--- src/rtl/acq_seq_pkg.sv ---
package acq_seq_pkg;
  typedef enum logic [2:0] {
    ST_IDLE = 3'd0,
    ST_PRE  = 3'd1,
    ST_WAIT = 3'd2,
    ST_POST = 3'd3,
    ST_DONE = 3'd4
  } acq_state_e;

  localparam logic [1:0] CMD_START = 2'b01;
  localparam logic [1:0] CMD_STOP  = 2'b10;
endpackage

--- src/rtl/acq_seq_win.sv ---
module acq_seq_win #(
  parameter int W = 6
) (
  input  logic         clk_i,
  input  logic         rst_ni,
  input  logic         clr_i,
  input  logic         inc_i,
  input  logic [W-1:0] limit_i,
  output logic         done_o
);
  logic [W-1:0] cnt_q;

  always_ff @(posedge clk_i or negedge rst_ni) begin
    if (!rst_ni)    cnt_q <= '0;
    else if (clr_i) cnt_q <= '0;
    else if (inc_i) cnt_q <= cnt_q + 1'b1;
  end

  assign done_o = (cnt_q == limit_i);

  assert_win_bound_R8: assert property (@(posedge clk_i) disable iff (!rst_ni)
    cnt_q <= limit_i);
endmodule

--- src/rtl/acq_seq_addr.sv ---
module acq_seq_addr #(
  parameter int ADDR_W    = 6,
  parameter int BUF_DEPTH = 16,
  parameter int EXT_DEPTH = 64
) (
  input  logic              clk_i,
  input  logic              rst_ni,
  input  logic              restart_i,
  input  logic              clr_buf_i,
  input  logic              flip_i,
  input  logic              multi_i,
  input  logic              inc_i,
  output logic [ADDR_W-1:0] addr_o,
  output logic              buf_o
);
  // two top slots of each on-chip buffer hold the time-tag
  localparam logic [ADDR_W-1:0] BUF_LAST = ADDR_W'(BUF_DEPTH - 3);
  localparam logic [ADDR_W-1:0] EXT_LAST = ADDR_W'(EXT_DEPTH - 1);

  logic [ADDR_W-1:0] addr_q, last;
  logic              buf_q;

  assign last = multi_i ? BUF_LAST : EXT_LAST;

  always_ff @(posedge clk_i or negedge rst_ni) begin
    if (!rst_ni)        addr_q <= '0;
    else if (restart_i) addr_q <= '0;
    else if (inc_i)     addr_q <= (addr_q == last) ? '0 : addr_q + 1'b1;
  end

  always_ff @(posedge clk_i or negedge rst_ni) begin
    if (!rst_ni)        buf_q <= 1'b0;
    else if (clr_buf_i) buf_q <= 1'b0;
    else if (flip_i)    buf_q <= ~buf_q;
  end

  assign addr_o = addr_q;
  assign buf_o  = buf_q;

  assert_multi_wrap_R9: assert property (@(posedge clk_i) disable iff (!rst_ni)
    (inc_i && multi_i) |-> (addr_q < ADDR_W'(BUF_DEPTH - 2)));
  assert_restart_zero_R9: assert property (@(posedge clk_i) disable iff (!rst_ni)
    restart_i |=> (addr_q == '0));
endmodule

--- src/rtl/acq_seq_fsm.sv ---
module acq_seq_fsm
  import acq_seq_pkg::*;
#(
  parameter int SHOT_W = 8,
  parameter int CNT_W  = 6
) (
  input  logic              clk_i,
  input  logic              rst_ni,
  input  logic              cmd_valid_i,
  input  logic [1:0]        cmd_i,
  input  logic [SHOT_W-1:0] shots_cfg_i,
  input  logic [CNT_W-1:0]  pre_cfg_i,
  input  logic [CNT_W-1:0]  post_cfg_i,
  input  logic              trig_i,
  input  logic              pre_done_i,
  input  logic              post_done_i,
  output acq_state_e        state_o,
  output logic [SHOT_W-1:0] shots_left_o,
  output logic [CNT_W-1:0]  pre_lim_o,
  output logic [CNT_W-1:0]  post_lim_o,
  output logic              multi_o,
  output logic              start_o,
  output logic              next_shot_o,
  output logic              trig_evt_o,
  output logic              acq_end_evt_o
);
  acq_state_e        state_q;
  logic [SHOT_W-1:0] shots_q;
  logic [CNT_W-1:0]  pre_q, post_q;
  logic              multi_q, trig_evt_q, end_evt_q;
  logic              start, stop;

  assign stop        = cmd_valid_i && (cmd_i == CMD_STOP);
  assign start       = cmd_valid_i && (cmd_i == CMD_START) && (state_q == ST_IDLE)
                       && (shots_cfg_i != '0);
  assign next_shot_o = (state_q == ST_DONE) && (shots_q != SHOT_W'(1)) && !stop;

  always_ff @(posedge clk_i or negedge rst_ni) begin
    if (!rst_ni) begin
      state_q    <= ST_IDLE;
      shots_q    <= '0;
      pre_q      <= '0;
      post_q     <= '0;
      multi_q    <= 1'b0;
      trig_evt_q <= 1'b0;
      end_evt_q  <= 1'b0;
    end else begin
      trig_evt_q <= 1'b0;
      end_evt_q  <= 1'b0;
      if (stop) begin
        state_q <= ST_IDLE;
      end else begin
        unique case (state_q)
          ST_IDLE: if (start) begin
            state_q <= ST_PRE;
            shots_q <= shots_cfg_i;
            pre_q   <= pre_cfg_i;
            post_q  <= post_cfg_i;
            multi_q <= (shots_cfg_i > SHOT_W'(1));
          end
          ST_PRE:  if (pre_done_i) state_q <= ST_WAIT;
          ST_WAIT: if (trig_i) begin
            state_q    <= ST_POST;
            trig_evt_q <= 1'b1;
          end
          ST_POST: if (post_done_i) state_q <= ST_DONE;
          ST_DONE: begin
            shots_q <= shots_q - 1'b1;
            if (shots_q == SHOT_W'(1)) begin
              state_q   <= ST_IDLE;
              end_evt_q <= 1'b1;
            end else begin
              state_q <= ST_PRE;
            end
          end
          default: state_q <= ST_IDLE;
        endcase
      end
    end
  end

  assign state_o       = state_q;
  assign shots_left_o  = shots_q;
  assign pre_lim_o     = pre_q;
  assign post_lim_o    = post_q;
  assign multi_o       = multi_q;
  assign start_o       = start;
  assign trig_evt_o    = trig_evt_q;
  assign acq_end_evt_o = end_evt_q;

  assert_zero_shots_R2: assert property (@(posedge clk_i) disable iff (!rst_ni)
    (state_q == ST_IDLE && cmd_valid_i && cmd_i == CMD_START && shots_cfg_i == '0)
    |=> (state_q == ST_IDLE));
  assert_trig_only_wait_R3: assert property (@(posedge clk_i) disable iff (!rst_ni)
    trig_evt_q |-> $past(state_q == ST_WAIT && trig_i));
  assert_end_empty_R4: assert property (@(posedge clk_i) disable iff (!rst_ni)
    end_evt_q |-> (shots_q == '0 && state_q == ST_IDLE));
  assert_shot_dec_R5: assert property (@(posedge clk_i) disable iff (!rst_ni)
    (state_q == ST_DONE && !stop) |=> (shots_q == $past(shots_q) - 1'b1));
  assert_stop_idle_R6: assert property (@(posedge clk_i) disable iff (!rst_ni)
    stop |=> (state_q == ST_IDLE && !end_evt_q));
  assert_busy_start_R7: assert property (@(posedge clk_i) disable iff (!rst_ni)
    (cmd_valid_i && cmd_i == CMD_START && state_q != ST_IDLE && state_q != ST_DONE)
    |=> $stable(shots_q));
endmodule

--- src/rtl/acq_seq.sv ---
module acq_seq
  import acq_seq_pkg::*;
#(
  parameter int NCH       = 4,
  parameter int DW        = 14,
  parameter int BUF_DEPTH = 16,
  parameter int EXT_DEPTH = 64,
  parameter int SHOT_W    = 8,
  localparam int BUF_AW   = $clog2(BUF_DEPTH),
  localparam int EXT_AW   = $clog2(EXT_DEPTH),
  localparam int ADDR_W   = (EXT_AW > BUF_AW) ? EXT_AW : BUF_AW
) (
  input  logic              clk_i,
  input  logic              rst_ni,
  input  logic              cmd_valid_i,
  input  logic [1:0]        cmd_i,
  input  logic [SHOT_W-1:0] shots_cfg_i,
  input  logic [ADDR_W-1:0] pre_cfg_i,
  input  logic [ADDR_W-1:0] post_cfg_i,
  input  logic              trig_i,
  input  logic              sample_valid_i,
  input  logic [NCH*DW-1:0] sample_i,
  output logic              wr_en_o,
  output logic              wr_buf_o,
  output logic [ADDR_W-1:0] wr_addr_o,
  output logic [NCH*DW-1:0] wr_data_o,
  output logic              trig_evt_o,
  output logic              acq_end_evt_o,
  output logic [SHOT_W-1:0] shots_left_o,
  output logic [2:0]        state_o,
  output logic [BUF_AW-1:0] max_depth_o
);
  acq_state_e        state;
  logic [ADDR_W-1:0] pre_lim, post_lim;
  logic              multi, start, next_shot;
  logic              pre_done, post_done;
  logic              in_pre, in_wait, in_post, wr_en;

  acq_seq_fsm #(.SHOT_W(SHOT_W), .CNT_W(ADDR_W)) u_fsm (
    .clk_i, .rst_ni, .cmd_valid_i, .cmd_i, .shots_cfg_i, .pre_cfg_i, .post_cfg_i, .trig_i,
    .pre_done_i   (pre_done),
    .post_done_i  (post_done),
    .state_o      (state),
    .shots_left_o,
    .pre_lim_o    (pre_lim),
    .post_lim_o   (post_lim),
    .multi_o      (multi),
    .start_o      (start),
    .next_shot_o  (next_shot),
    .trig_evt_o,
    .acq_end_evt_o
  );

  assign in_pre  = (state == ST_PRE);
  assign in_wait = (state == ST_WAIT);
  assign in_post = (state == ST_POST);
  assign wr_en   = sample_valid_i &&
                   ((in_pre && !pre_done) || in_wait || (in_post && !post_done));

  acq_seq_win #(.W(ADDR_W)) u_pre_win (
    .clk_i, .rst_ni,
    .clr_i   (!in_pre),
    .inc_i   (in_pre && sample_valid_i && !pre_done),
    .limit_i (pre_lim),
    .done_o  (pre_done)
  );

  acq_seq_win #(.W(ADDR_W)) u_post_win (
    .clk_i, .rst_ni,
    .clr_i   (!in_post),
    .inc_i   (in_post && sample_valid_i && !post_done),
    .limit_i (post_lim),
    .done_o  (post_done)
  );

  acq_seq_addr #(.ADDR_W(ADDR_W), .BUF_DEPTH(BUF_DEPTH), .EXT_DEPTH(EXT_DEPTH)) u_addr (
    .clk_i, .rst_ni,
    .restart_i (start || next_shot),
    .clr_buf_i (start),
    .flip_i    (next_shot && multi),
    .multi_i   (multi),
    .inc_i     (wr_en),
    .addr_o    (wr_addr_o),
    .buf_o     (wr_buf_o)
  );

  // one sample word per write, channel i in lane i
  for (genvar g = 0; g < NCH; g++) begin : g_lane
    assign wr_data_o[g*DW +: DW] = sample_i[g*DW +: DW];
  end

  assign wr_en_o     = wr_en;
  assign state_o     = state;
  assign max_depth_o = BUF_AW'(BUF_DEPTH - 2);

  assert_no_write_idle_R8: assert property (@(posedge clk_i) disable iff (!rst_ni)
    (state == ST_IDLE || state == ST_DONE) |-> !wr_en_o);
  assert_single_bank_R10: assert property (@(posedge clk_i) disable iff (!rst_ni)
    (wr_en_o && !multi) |-> !wr_buf_o);
endmodule

--- config.mk ---
export PLATFORM = sky130hd
export DESIGN_NAME = acq_seq
export DESIGN_NICKNAME = d
export VERILOG_FILES = /design/src/rtl/acq_seq_pkg.sv /design/src/rtl/acq_seq_win.sv /design/src/rtl/acq_seq_addr.sv /design/src/rtl/acq_seq_fsm.sv /design/src/rtl/acq_seq.sv
export SDC_FILE = /design/constraint.sdc
export NUM_CORES = 1
export LEC_CHECK = 0
export ABC_CLOCK_PERIOD_IN_PS = 4290
export BUFFER_PORTS_ARGS = -buffer_cell sky130_fd_sc_hd__buf_2
export CAP_MARGIN = 20
export CORE_MARGIN = 2
export CORE_UTILIZATION = 49
export DETAILED_ROUTE_END_ITERATION = 8
export PLACE_DENSITY = 0.9
export RECOVER_POWER = 50
export SLEW_MARGIN = 10
export SYNTH_ARGS = -nofsm -noshare
export SYNTH_HDL_FRONTEND = slang
export SYNTH_SLANG_ARGS = --single-unit
--- constraint.sdc ---
create_clock -name clk_i -period 4.29 [get_ports clk_i]
set_input_delay 0.2145 -clock clk_i [delete_from_list [all_inputs] [get_ports clk_i]]
set_output_delay 0.2145 -clock clk_i [all_outputs]
set_load 0.03 [all_outputs]
==> summary.log <==
[min_path] type of the tightest min-delay check in -> reg
[setup_path] worst stage delay on the critical path 1010 ps
[logic_synthesis] distinct cell type count after synthesis 56
[die] Die Span Y 82.6 um
[setup_path] origin of the critical flop-to-flop path u_fsm.state_o[1]$_DFFE_PN0P_
[logic_synthesis] sequential-to-total area share from yosys stat 0.372
[cts] number of resized instances in the post-cts repair step 0
[sta] final period utilization 0.547
[global_route] M1 GR Usage 0.222
[sta] final clock skew 3.70 ps
[global_route] GRT Util Overall 0.172
[sta] shortest clock period the worst path allows after layout 2350 ps
[cts] worst-case clock buffer depth 2
[power] total power per unit cell area 571 nW/um^2
[detailed_routing] remaining design rule violation count 0
[cts] Clk Latency, worst-skew pair 290 ps
[logic_synthesis] list of most frequent post-synthesis cells buf_4, dfrtp_1, nor2_1
[cts] clock tree from TritonCTS built
[logic_synthesis] number of enable-type register cells in the synthesized netlist 0
[cts] number of hold-repair buffers added at the cts stage 0
[sta] setup_tns 0 ps
[sta] slew at the pin closest to its max-slew limit 1290 ps
[setup_path] endpoint of the most critical register-to-register path u_fsm.state_o[0]$_DFFE_PN0P_
[die] Core Rows 28
[detailed_routing] Detailed Route WL 5870 um
[finish] post-layout net count 392
[detailed_routing] routed via count 2,163
[logic_synthesis] most area-hungry cell type in the Yosys netlist dfrtp_1
[sta] worst rel slew slack 0.143
[sta] count of final setup violators 0
[finish] utilization after layout 0.496
[place] Final GP Congestion 0.921
[global_route] total global routing overflow 0
[global_route] most heavily used metal layer in global routing met2
[logic_synthesis] number of synthesized register bits 45
[cts] number of H-tree branching levels 2
[sta] unrepaired setup endpoints after global routing no
[finish] Syn-to-layout area delta -2.52%
[power] Pwr Total 1680 uW
[place] placed cells 370
[setup_path] most numerous cell on the critical path clkbuf_1
[setup_path] cell with the largest stage delay on the worst path clkbuf_1
[place] IO buf count 47
[cts] CTS clock-pin slew for the worst setup and hold paths 80 ps
[logic_synthesis] dominant cell by count in the synthesized netlist buf_4
[die] Horiz. Die Dim 82.6 um
[die] number of ports placed on the die boundary 164
[logic_synthesis] top post-synthesis cells by area dfrtp_1, buf_4, mux2_2, xnor2_1, nor2_1
[global_route] largest net degree at the start of global routing 46
[die] Starting Density 0.508
[setup_path] Worst Path Arrival 2550 ps
[cts] Setup Buffers After CTS 0
[min_path] capture endpoint of the worst hold path u_fsm.pre_lim_o[2]$_DFFE_PN0P_
[logic_synthesis] area share of the leading cell type in the synthesized netlist 0.372
[logic_synthesis] flip-flop cell with the highest count after synthesis dfrtp_1
[sta] number of endpoints with negative hold slack in the final report 0
[setup_path] worst reg-to-reg setup slack 2200 ps
[detailed_routing] residual antenna-violating net count after detailed routing 0
[power] maximum VDD drop 0.000241 V
[detailed_routing] detailed router's first-iteration violation count 213
[sta] number of max-slew violations in the final report 0
[setup_path] cell-by-cell trace of the critical path dlygate4sd3_1 > clkbuf_1 > clkbuf_1
[global_route] met2 capacity usage during global routing 0.290
[detailed_routing] mean number of vias per cell 5.69
[finish] Antenna Cells 0
[logic_synthesis] warning count from the yosys run 0
[power] reported leakage power 0.00133 uW
[run_status] status finished clean
[detailed_routing] drt pass-1 iters 4
[finish] post-route standard cell area excluding fillers 2950 sq um
[die] die outline area 6820 sq um
[global_route] antenna violations before repair 0
[cts] number of buffers added by the clock tree synthesis step 5
[setup_path] maximum fanout encountered on the critical timing path 25
[place] post-place instance area 2850 sq um
[setup_path] kind of start point of the critical path input port
[min_path] hold path depth 2
[global_route] first-pass GRT wire length 9110 um
[cts] number of clock sinks 45
[sta] Max Fclk 426 MHz
[setup_path] crit path buf inv count 3
[die] core region area 5960 sq um
[place] HPWL reported at the end of detailed placement 4420 um
[global_route] met3 track utilization from global routing 0.0337
[finish] final instance count without filler cells 380
[setup_path] Critical Path End Type asynchronous set/reset pin
[logic_synthesis] Gate Count Post-Synth 315
[setup_path] category of the critical setup timing path in -> async
[finish] share of final-layout standard cells stronger than drive strength 1 0.252
[min_path] worst min-delay path startpoint pre_cfg_i[2]
[cts] Root Buffer Master clkbuf_8
[setup_path] count of cells along the worst register-to-register path 5
[detailed_routing] DR WL/cell 15.4 um
[setup_path] data required time at the worst endpoint 4500 ps
[logic_synthesis] share of flip-flops with an asynchronous set or reset 1.00
[logic_synthesis] summed instance area of the synthesized netlist 3030 sq um
[global_route] number of global-route vias before repair 1,977
[run] reported max-cap violation count 0
[setup_path] cell family with the largest share of critical-path delay buffers and inverters
[logic_synthesis] Avg Synthesized Cell Area 9.61 sq um
==> power breakdown <==
part           switching (uW)  internal (uW)
clock                     143            112
sequential                151            552
combinational             452            274
==> final cells by class <==
type,instances,area [sq um]
clock buffer,5,68.8
clock inverter,3,17.5
fill,540,3000
inverter,8,30.0
multi-input combinational,195,1370
sequential,45,1130
tap,75,93.8
timing repair buffer,49,248
==> cell families after synthesis <==
family          Yosys count  synth area share
compound gates           57             0.143
xor+xnor                 22            0.0636
fa+ha+maj                 5            0.0207
buf+inv                  77             0.179
flops                    45             0.372
mux                      16            0.0595
other cells               2           0.00248
simple gates             91             0.160
==> state kept, by name, indices dropped and copies added (netlist names) <==
signal	count
u_fsm.shots_left_o	8
u_addr.buf_o	1
u_fsm.acq_end_evt_o	1
u_fsm.trig_evt_o	1
u_post_win.cnt_q	6
u_pre_win.cnt_q	6
u_addr.addr_o	6
u_fsm.pre_lim_o	6
u_fsm.multi_o	1
u_fsm.post_lim_o	6
u_fsm.state_o	3
==> stage by stage <==
stage | setup slack, ps | hold WS, ps
after global placement | 2320 | 416
after detailed placement | 2240 | 426
final | 1940 | 143
after global routing | 1450 | 137
after floorplan | 2360 | -81.1
after CTS | 1990 | 108
==> worst max path at each step <==
stage                                   startpoint                                end  slack, ps  depth (start not counted)
floorplan             u_fsm.state_o[1]$_DFFE_PN0P_  u_fsm.shots_left_o[1]$_DFFE_PN0P_       2360                          8
global placement      u_fsm.state_o[1]$_DFFE_PN0P_       u_fsm.state_o[0]$_DFFE_PN0P_       2320                          5
detailed placement    u_fsm.state_o[1]$_DFFE_PN0P_       u_fsm.state_o[0]$_DFFE_PN0P_       2240                          5
CTS                 u_pre_win.cnt_q[0]$_DFFE_PN0P_                            wr_en_o       1990                          5
global route                                rst_ni     u_pre_win.cnt_q[4]$_DFFE_PN0P_       1450                          3
finish                                      rst_ni       u_fsm.state_o[0]$_DFFE_PN0P_       1940                          3
==> cell usage in the layout, fill, tap and decap left out, drive strengths merged, types with 2 or more instances in the layout <==
cell type / count
xor2: 10
nand3: 6
a22oi: 2
xnor2: 12
o21a: 2
and2: 3
nand2b: 3
buf: 46
nand4: 3
mux2i: 3
dfrtp: 45
nand2: 15
ha: 5
a31oi: 2
nor3: 10
a211o: 3
and3: 3
conb: 4
a21oi: 14
inv: 8
o22a: 4
o2111ai: 3
a32o: 2
o21ai: 9
nor4: 7
clkbuf: 7
mux2: 13
nor2: 30
o211ai: 6
clkinv: 2
or3: 2
o31ai: 3
==> per-layer routing <==
metal / vias up / routed length (um)
met3: 25 / 382
met1: 1032 / 2480
met2: 86 / 2890
met4: 0 / 124
li1: 1020 / -
met5: - / 0
(Power assumes the default switching activity.)
